==> config.mk <==
export PLATFORM = sky130hd
export DESIGN_NAME = vlat_bank_timer
export DESIGN_NICKNAME = d
export VERILOG_FILES = /design/src/rtl/vlat_pkg.sv /design/src/rtl/vlat_profile_table.sv /design/src/rtl/vlat_rp_window.sv /design/src/rtl/vlat_rcd_timer.sv /design/src/rtl/vlat_bank_timer.sv
export SDC_FILE = /design/constraint.sdc
export NUM_CORES = 1
export LEC_CHECK = 0
export ABC_CLOCK_PERIOD_IN_PS = 10910
export BUFFER_PORTS_ARGS = -buffer_cell sky130_fd_sc_hd__buf_2
export CAP_MARGIN = 40
export CORE_UTILIZATION = 30
export DETAILED_ROUTE_END_ITERATION = 8
export PLACE_DENSITY = 0.59
export SKIP_LAST_GASP = 1
export SLEW_MARGIN = 20
export SYNTH_ARGS = -nofsm -noshare
export SYNTH_HDL_FRONTEND = slang
export SYNTH_SLANG_ARGS = --single-unit
export TNS_END_PERCENT = 50
==> constraint.sdc <==
create_clock -name clk -period 10.91 [get_ports clk]
set_input_delay 2.7275 -clock clk [delete_from_list [all_inputs] [get_ports clk]]
set_output_delay 2.7275 -clock clk [all_outputs]
set_load 0.1 [all_outputs]
==> src/rtl/vlat_pkg.sv <==
// Shared types for the per-region variable-latency bank timer.
// Assumes a 2-bit latency class code and a 2-bit command code.
package vlat_pkg;

    typedef enum logic [1:0] {
        LAT_STD  = 2'b00,
        LAT_SAFE = 2'b01,
        LAT_FAST = 2'b10,
        LAT_RSV  = 2'b11
    } lat_cls_e;

    typedef enum logic [1:0] {
        OP_NONE  = 2'b00,
        OP_OPEN  = 2'b01,
        OP_READ  = 2'b10,
        OP_CLOSE = 2'b11
    } bank_op_e;

    typedef struct packed {
        lat_cls_e rcd;
        lat_cls_e rp;
    } region_prof_t;

    // Map a class code to a cycle count; the spare code falls back to standard.
    function automatic int unsigned cls_to_cycles(
        input lat_cls_e    cls,
        input int unsigned std_c,
        input int unsigned safe_c,
        input int unsigned fast_c
    );
        case (cls)
            LAT_SAFE: return safe_c;
            LAT_FAST: return fast_c;
            default:  return std_c;
        endcase
    endfunction

endpackage

==> src/rtl/vlat_profile_table.sv <==
// Region profile table: one activation class and one precharge class per region.
// Assumes writes take effect at the next clock edge; every entry resets to standard.
module vlat_profile_table
    import vlat_pkg::*;
#(
    parameter int REGION_W = 4
) (
    input  logic                clk,
    input  logic                rst_n,
    input  logic                wr_en,
    input  logic [REGION_W-1:0] wr_idx,
    input  lat_cls_e            wr_rcd,
    input  lat_cls_e            wr_rp,
    input  logic [REGION_W-1:0] lk_idx,
    output region_prof_t        lk_prof
);
    localparam int NREG = 1 << REGION_W;

    region_prof_t tbl [NREG];

    for (genvar g = 0; g < NREG; g++) begin : g_entry
        // Hold one region's classes; reset to the standard class.
        always_ff @(posedge clk) begin
            if (!rst_n) begin
                tbl[g] <= '{rcd: LAT_STD, rp: LAT_STD};
            end else if (wr_en && (wr_idx == REGION_W'(g))) begin
                tbl[g] <= '{rcd: wr_rcd, rp: wr_rp};
            end
        end
    end

    // Combinational lookup for the row currently offered.
    always_comb lk_prof = tbl[lk_idx];

endmodule

==> src/rtl/vlat_rp_window.sv <==
// Precharge window: counts cycles since the bank was last closed, saturating.
// The required count is supplied per request, so the class of the row about
// to be opened decides the window, not the class known at close time.
module vlat_rp_window #(
    parameter int CNT_W = 3,
    parameter int SAT   = 6
) (
    input  logic             clk,
    input  logic             rst_n,
    input  logic             restart,
    input  logic [CNT_W-1:0] need,
    output logic             met
);
    logic [CNT_W-1:0] elapsed_q;

    // Count cycles since the close; after reset the bank counts as long precharged.
    always_ff @(posedge clk) begin
        if (!rst_n) begin
            elapsed_q <= CNT_W'(SAT);
        end else if (restart) begin
            elapsed_q <= CNT_W'(1);
        end else if (elapsed_q < CNT_W'(SAT)) begin
            elapsed_q <= elapsed_q + CNT_W'(1);
        end
    end

    // Window met once the elapsed count reaches the requested delay.
    always_comb met = (elapsed_q >= need);

endmodule

==> src/rtl/vlat_rcd_timer.sv <==
// Activation down-counter: loaded with the class delay when a row is opened.
// Assumes the load value is at least 1; expiry means a read may issue now.
module vlat_rcd_timer #(
    parameter int CNT_W = 3
) (
    input  logic             clk,
    input  logic             rst_n,
    input  logic             load,
    input  logic [CNT_W-1:0] cycles,
    output logic             expired
);
    logic [CNT_W-1:0] cnt_q;

    // Load delay-1 at the open edge so the read issues exactly 'cycles' later.
    always_ff @(posedge clk) begin
        if (!rst_n) begin
            cnt_q <= '0;
        end else if (load) begin
            cnt_q <= cycles - CNT_W'(1);
        end else if (cnt_q != '0) begin
            cnt_q <= cnt_q - CNT_W'(1);
        end
    end

    // Expired when the counter has run down to zero.
    always_comb expired = (cnt_q == '0);

endmodule

==> src/rtl/vlat_bank_timer.sv <==
// Per-region variable-latency bank timer (top).
// Grants open, read and close commands for one bank, enforcing the
// activation-to-read and precharge-to-activation delays looked up per region
// of the row address. Assumes one command offered per cycle; a grant issues
// at the next clock edge.
module vlat_bank_timer
    import vlat_pkg::*;
#(
    parameter int ROW_W    = 10,
    parameter int COL_W    = 7,
    parameter int REGION_W = 4,
    parameter int CYC_STD  = 6,
    parameter int CYC_SAFE = 4,
    parameter int CYC_FAST = 3
) (
    input  logic                clk,
    input  logic                rst_n,
    input  logic                req_valid,
    input  logic [1:0]          req_op,
    input  logic [ROW_W-1:0]    req_row,
    input  logic [COL_W-1:0]    req_col,
    output logic                req_grant,
    output logic                req_error,
    input  logic                prof_we,
    input  logic [REGION_W-1:0] prof_idx,
    input  logic [1:0]          prof_rcd_cls,
    input  logic [1:0]          prof_rp_cls,
    output logic                act_ready,
    output logic                rd_ready,
    output logic                bank_open,
    output logic [ROW_W-1:0]    open_row,
    output logic [COL_W-1:0]    rd_col
);
    localparam int CYC_HI  = (CYC_STD > CYC_SAFE) ? CYC_STD : CYC_SAFE;
    localparam int CYC_MAX = (CYC_HI > CYC_FAST) ? CYC_HI : CYC_FAST;
    localparam int CNT_W   = $clog2(CYC_MAX + 1);

    bank_op_e            op;
    logic [REGION_W-1:0] region;
    region_prof_t        prof;
    logic [CNT_W-1:0]    rcd_cyc;
    logic [CNT_W-1:0]    rp_cyc;
    logic                rp_met;
    logic                rcd_expired;
    logic                open_q;
    logic [ROW_W-1:0]    row_q;
    logic                do_open;
    logic                do_close;

    // Decode the offered command and its region.
    always_comb begin
        op     = bank_op_e'(req_op);
        region = req_row[ROW_W-1 -: REGION_W];
    end

    vlat_profile_table #(
        .REGION_W (REGION_W)
    ) u_table (
        .clk     (clk),
        .rst_n   (rst_n),
        .wr_en   (prof_we),
        .wr_idx  (prof_idx),
        .wr_rcd  (lat_cls_e'(prof_rcd_cls)),
        .wr_rp   (lat_cls_e'(prof_rp_cls)),
        .lk_idx  (region),
        .lk_prof (prof)
    );

    // Turn the looked-up classes into cycle counts.
    always_comb begin
        rcd_cyc = CNT_W'(cls_to_cycles(prof.rcd, CYC_STD, CYC_SAFE, CYC_FAST));
        rp_cyc  = CNT_W'(cls_to_cycles(prof.rp,  CYC_STD, CYC_SAFE, CYC_FAST));
    end

    vlat_rp_window #(
        .CNT_W (CNT_W),
        .SAT   (CYC_MAX)
    ) u_rp (
        .clk     (clk),
        .rst_n   (rst_n),
        .restart (do_close),
        .need    (rp_cyc),
        .met     (rp_met)
    );

    vlat_rcd_timer #(
        .CNT_W (CNT_W)
    ) u_rcd (
        .clk     (clk),
        .rst_n   (rst_n),
        .load    (do_open),
        .cycles  (rcd_cyc),
        .expired (rcd_expired)
    );

    // Readiness as seen by the scheduler.
    always_comb begin
        act_ready = !open_q && rp_met;
        rd_ready  = open_q && rcd_expired;
    end

    // Grant or reject the offered command against bank state and timers.
    always_comb begin
        req_grant = 1'b0;
        req_error = 1'b0;
        if (req_valid) begin
            case (op)
                OP_OPEN: begin
                    req_error = open_q;
                    req_grant = act_ready;
                end
                OP_READ: begin
                    req_error = !open_q;
                    req_grant = rd_ready;
                end
                OP_CLOSE: req_grant = 1'b1;
                default: ;
            endcase
        end
    end

    // Qualified state-changing events.
    always_comb begin
        do_open  = req_grant && (op == OP_OPEN);
        do_close = req_grant && (op == OP_CLOSE) && open_q;
        rd_col   = (req_grant && (op == OP_READ)) ? req_col : '0;
    end

    // Track which row, if any, is open.
    always_ff @(posedge clk) begin
        if (!rst_n) begin
            open_q <= 1'b0;
            row_q  <= '0;
        end else if (do_open) begin
            open_q <= 1'b1;
            row_q  <= req_row;
        end else if (do_close) begin
            open_q <= 1'b0;
        end
    end

    // Expose bank state.
    always_comb begin
        bank_open = open_q;
        open_row  = row_q;
    end

endmodule

# Word level (Yosys, flattened, before mapping)
# Memory sizes are Yosys's and may differ from the RTL's.
# Index checks and enable logic that the tools add are counted.
# word_totals
wordCells	155
out_inout_bits	22
mem_bits_rw	64
reg_bits	17
inputBits	31
memories	1
# op_classes
order_cmp	2
n_addsub	3
muxes	78
n_eq_ne	22
bitwise_logic	16
reduce_logical	29
# mem_list
name	words	word_bits	rd	rd_ports_with_merged_regs	wr	line_no	text
u_table.tbl	16	4	1	0	16	vlat_profile_table.sv:19	region_prof_t tbl [NREG];
# ops
operator	count
$mux W4	16
$mux W1	53
$eq A4 B4 Y1 const B	8
$logic_and A1 B1 Y1	22
$eq A4 B3 Y1 const B	4
$or A1 B1 Y1	16
$mux W3	4
$pmux W3 S2	2
$eq A2 B2 Y1 const B	4
$eq A4 B2 Y1 const B	2
$mux W7	1
$eq A2 B1 Y1 const B	3
$reduce_bool A2 Y1	3
$sub A3 B1 Y3 const B	2
$eq A4 B1 Y1 const B	1
$logic_not A4 Y1	1
$add A3 B1 Y3 const B	1
$ge A3 B3 Y1	1
$logic_not A3 Y1	1
$lt A3 B3 Y1 const B	1
$pmux W1 S3	1
$reduce_bool A3 Y1	1
$pmux W1 S2	1
$logic_not A1 Y1	1

# Depth between registers and ports, before layout
# An unclocked memory read counts as a cell.
# logic_depth
ltp_word	11
depth_mapped	16
ltp_nobuf	13

# Hierarchy
# A second synthesis with hierarchy kept.
# hier_totals
cells_unflattened	330
hier_area_um2	4106.4
# by_module_without_submodules
mod	cells_each	n_inst	area_per_inst_um2	seq_area_each_um2
vlat_profile_table	218	1	3129.3	1921.8
vlat_bank_timer	74	1	619.3	220.2
vlat_rp_window	23	1	190.2	60.1
vlat_rcd_timer	15	1	167.7	60.1

# Least setup slack after synthesis
# No wires, ideal clock.
# synth_path
path_kind	input port to output port
from	input port req_row[6]
to	output port req_grant
n_path_buf	2
required_ps	8182
stages	12
arrival_time_ps	8290
path_slack_ps	-108
cell_sequence	buf_6 -> buf_12 -> mux4_2 -> mux4_2 -> nor2b_1 -> ha_1 -> nand2b_1 -> a21o_1 -> a21oi_1 -> nor2_1 -> o21ai_0 -> a21boi_0
# synth_via
elab_chain_len	7
elab_cells_between_ends	8
classes_between	order compare (1); eq/ne (2); mux (3); reduce/logical (1); memory (1)
# synth_rtl
item	line_no	text
start: declaration	vlat_bank_timer.sv:20	input logic [ROW_W-1:0] req_row,
$mem_v2 Z16 W4 *	--	
$eq A2 B2 Y1 or $eq A2 B1 Y1 (tied branches)	vlat_pkg.sv:31	case (cls)
$pmux W3 S2 *	vlat_pkg.sv:31	
$ge A3 B3 Y1 *	vlat_rp_window.sv:28	always_comb met = (elapsed_q >= need);
$logic_and A1 B1 Y1 *	vlat_bank_timer.sv:98	act_ready = !open_q && rp_met;
via act_ready	vlat_bank_timer.sv:28	output logic act_ready,
$pmux W1 S3 *	vlat_bank_timer.sv:107	case (op)
$mux W1 *	vlat_bank_timer.sv:106	if (req_valid) begin
end: declaration	vlat_bank_timer.sv:22	output logic req_grant,
# Mark *: on every way through the listed nets, which the timed path passes. The rest lies on a longest branch.

# Worst setup path in the final report
# layout_path
from	input port req_row[6]
to	output port req_grant
# layout_via
elab_chain_len	7
elab_cells_between_ends	8
classes_between	order compare (1); eq/ne (2); mux (3); reduce/logical (1); memory (1)
# layout_rtl
item	line_no
$mem_v2 Z16 W4 *	--
$eq A2 B2 Y1 or $eq A2 B1 Y1 (tied branches)	vlat_pkg.sv:31
$pmux W3 S2 *	vlat_pkg.sv:31
$ge A3 B3 Y1 *	vlat_rp_window.sv:28
$logic_and A1 B1 Y1 *	vlat_bank_timer.sv:98
$pmux W1 S3 *	vlat_bank_timer.sv:107
$mux W1 *	vlat_bank_timer.sv:106
# Mark *: on every way between the ends. The rest lies on a longest branch, timed or not.

==> out/metrics.csv <==
stage,metric,value,unit
run_status,status,finished clean,
yosys,"top cells by count, synth","72 x and2_1, 64 x edfxtp_1, 28 x nand2_1",
worst_setup_path,"Max FO, Critical Path",17,
timing,setup_tns,0,ns
yosys,most common cell in the netlist,and2_1,
yosys,post-synthesis area per instance,12.32,um^2
grt,initial antenna violation count,0,
clocking,clock insertion delay at the later pin of the skew report,0.34,ns
clocking,TritonCTS clock tree,done,
layout,layout cell share with drive strength beyond 1,21.75,%
drt,Total Wirelength,8.496,mm
yosys,Area contributors post-synth,"edfxtp_1 48%, and2_1 11%, dfxtp_1 8.5%",
yosys,post-synth cell types,37,
worst_setup_path,Required @ worst endpoint,8.18,ns
clocking,"Reg clk slew, reported paths",0.06,ns
worst_setup_path,reg2reg start,u_table.tbl[3][1],
yosys,"Net Count, Synth",360,
layout,fin nets,408,
placement,HPWL after DPL,6.309,mm
worst_setup_path,Crit. Startpoint,req_row[6],
timing,Max Fclk,115.4,MHz
yosys,asr flop ratio synth,0,%
grt,vias in the first global route,2567,
placement,routability cong.,0.7930,
clocking,CTS Hold Bufs,0,
timing,Slew Limit Fails,0,
worst_setup_path,CP startpoint kind,input port,
layout,P&R area growth vs syn,18.68,%
floorplan,die span in y,117.4,um
drt,drt pass-1 iters,5,
job,Maximum Capacitance Violations,0,
worst_setup_path,Critical Path AT,5.93,ns
yosys,post-synth top area share,48.14,%
clocking,CTS H-tree lvls,3,
clocking,CTS Sinks,81,
yosys,post-synthesis cell area,3993,um^2
grt,largest net degree at the start of global routing,37,
yosys,Synth Warn #,0,
floorplan,overall die area,13770,um^2
clocking,post-CTS sizing,0,
yosys,register bit total from synthesis,81,
drt,Antenna Nets Post-Route,0,
clocking,postcts setup bufs,0,
layout,Layout Utilization,37.09,%
drt,initial DRC count,149,
grt,first-pass GRT wire length,13.59,mm
floorplan,Core Region,12770,um^2
yosys,Post-synth EDFFs,64,
timing,RSZ-0062 raised after global routing,false,
placement,port buffer count,52,
drt,Vias/cell,4.727,
drt,WL/cell,15.48,um
placement,placed cell areas,4394,um^2
timing,worst slew pin tran,0.6412,ns
timing,Rel. slew slack,56.80,%
timing,Final min period,8.662,ns
timing,"Hold Vio Cnt, Final",0,
floorplan,Die W,117.4,um
yosys,Mapped Cells,324,
pwr,static leakage,1.772,nW
timing,final period utilization,79.40,%
timing,Clock Skew,0.007745,ns
yosys,sequential fraction of the synthesis area,56.66,%
min_path,HP Start,open_row[4],
floorplan,initial core utilization,31.26,%
floorplan,I/O pin total,53,
layout,fin area,4738,um^2
worst_setup_path,WS Path Type,in -> out,
worst_setup_path,crit path capture type,primary output,
layout,ant diodes,0,
worst_setup_path,Worst path slowest cell,mux4_1,
grt,GRT overflow,0,
drt,# DRC,0,
drt,vias,2595,
worst_setup_path,crit-path cells,buf_2 -> mux4_1 -> mux4_2 -> nor2b_1 -> ha_1 -> nand2b_1 -> a21o_1 -> a21oi_1 -> nor2_1 -> o21ai_0 -> a21boi_1 -> buf_2,
layout,fillcell total,1235,
worst_setup_path,cell mode on critical path,buf_2,
clocking,CTS Buf Count,9,
pwr,Max IR drop VDD,86.27,uV
clocking,root buffer cell,clkbuf_16,
pwr,pwr/cell area,175.3,nW/um^2
yosys,"area leader, netlist",edfxtp_1,
min_path,Hold Path Class,reg -> reg,
floorplan,Rows,41,
timing,Setup Viol. Count Final,0,
worst_setup_path,max incr delay on CP,0.62,ns
grt,GRT Resource Usage Total,13.18,%
yosys,ys flop type,edfxtp_1,
clocking,CTS Buffer Depth,2,
-- logic make-up (layout without fill, tap and decap cells) --
logic type | after synthesis | count (layout) | synth area share (%)
buffers and inverters | 19 | 72 | 2.476
AND/OR/NAND/NOR | 153 | 153 | 20.81
XOR/XNOR | 1 | 1 | 0.2194
multiplexers | 18 | 18 | 10.81
adder cells (fa/ha/maj) | 5 | 5 | 1.567
flip-flops | 81 | 81 | 56.66
AO/OA/AOI/OAI | 47 | 47 | 7.458
-- metrics by stage --
step	setup WS [ns]	cells	hold WS [ns]	total power [mW]
after floorplan	0.6305	324	0.5427	0.4630
after global placement	2.256	533	0.4487	0.4930
after detailed placement	2.212	533	0.4558	0.4967
after CTS	2.208	549	0.4639	0.8407
after global routing	2.065	549	0.4880	0.8614
final	2.248	549	0.4607	0.8308
-- placed cells by master (no fill, tap or decap), types with 7 or more instances in the layout --
master / instances
nand3_1: 8
nor2b_1: 7
edfxtp_1: 64
nor2_1: 20
dfxtp_1: 17
a21boi_0: 11
clkbuf_16: 9
nand2_1: 28
mux4_2: 11
and2_1: 72
mux4_1: 7
buf_2: 52
o21ai_0: 20
-- critical path: cells and delay by family --
kind | cells | cell delay [ns]
simple gates | 3 | 0.38
compound gates | 4 | 0.74
fa+ha+maj | 1 | 0.25
buf+inv | 2 | 0.71
mux | 2 | 1.10
-- where the power goes --
part / switching (mW) / internal (mW) / leakage (nW)
clock network: 0.118 / 0.223 / 0.163
logic: 0.0813 / 0.0417 / 0.857
registers: 0.0112 / 0.355 / 0.751
-- sequential cells by signal, summed over array words and instances, names as in the netlist --
signal          flops
u_table.tbl        64
open_row           10
u_rcd.cnt_q         3
u_rp.elapsed_q      3
bank_open           1
-- routing by layer --
layer / routed length, um / vias up / track usage, %
li1: - / 1267 / -
met1: 3692 / 1230 / 16.65
met2: 4080 / 91 / 21.08
met3: 662 / 7 / 4.718
met4: 62 / 0 / 3.896
met5: 0 / - / 0
-- cell type report --
type	instances	area, um^2	area share [%]
sequential	81	2262	47.74
clock inverter	7	118.9	2.509
timing repair buffer	53	267.8	5.651
clock buffer	9	225.2	4.753
multi-input combinational	224	1638	34.57
tap	172	215.2	4.542
inverter	3	11.26	0.2377
-- worst paths after layout --
| kind | end | slack, ns | cells after the start |
|---|---|---|---|
| max | req_grant | 2.25 | 12 |
| min | open_row[4] | 0.46 | 2 |
| max reg2reg | u_rcd.cnt_q[2] | 6.87 | 13 |
| min reg2reg | open_row[4] | 0.46 | 2 |
Power figures use the tool's default switching activity.
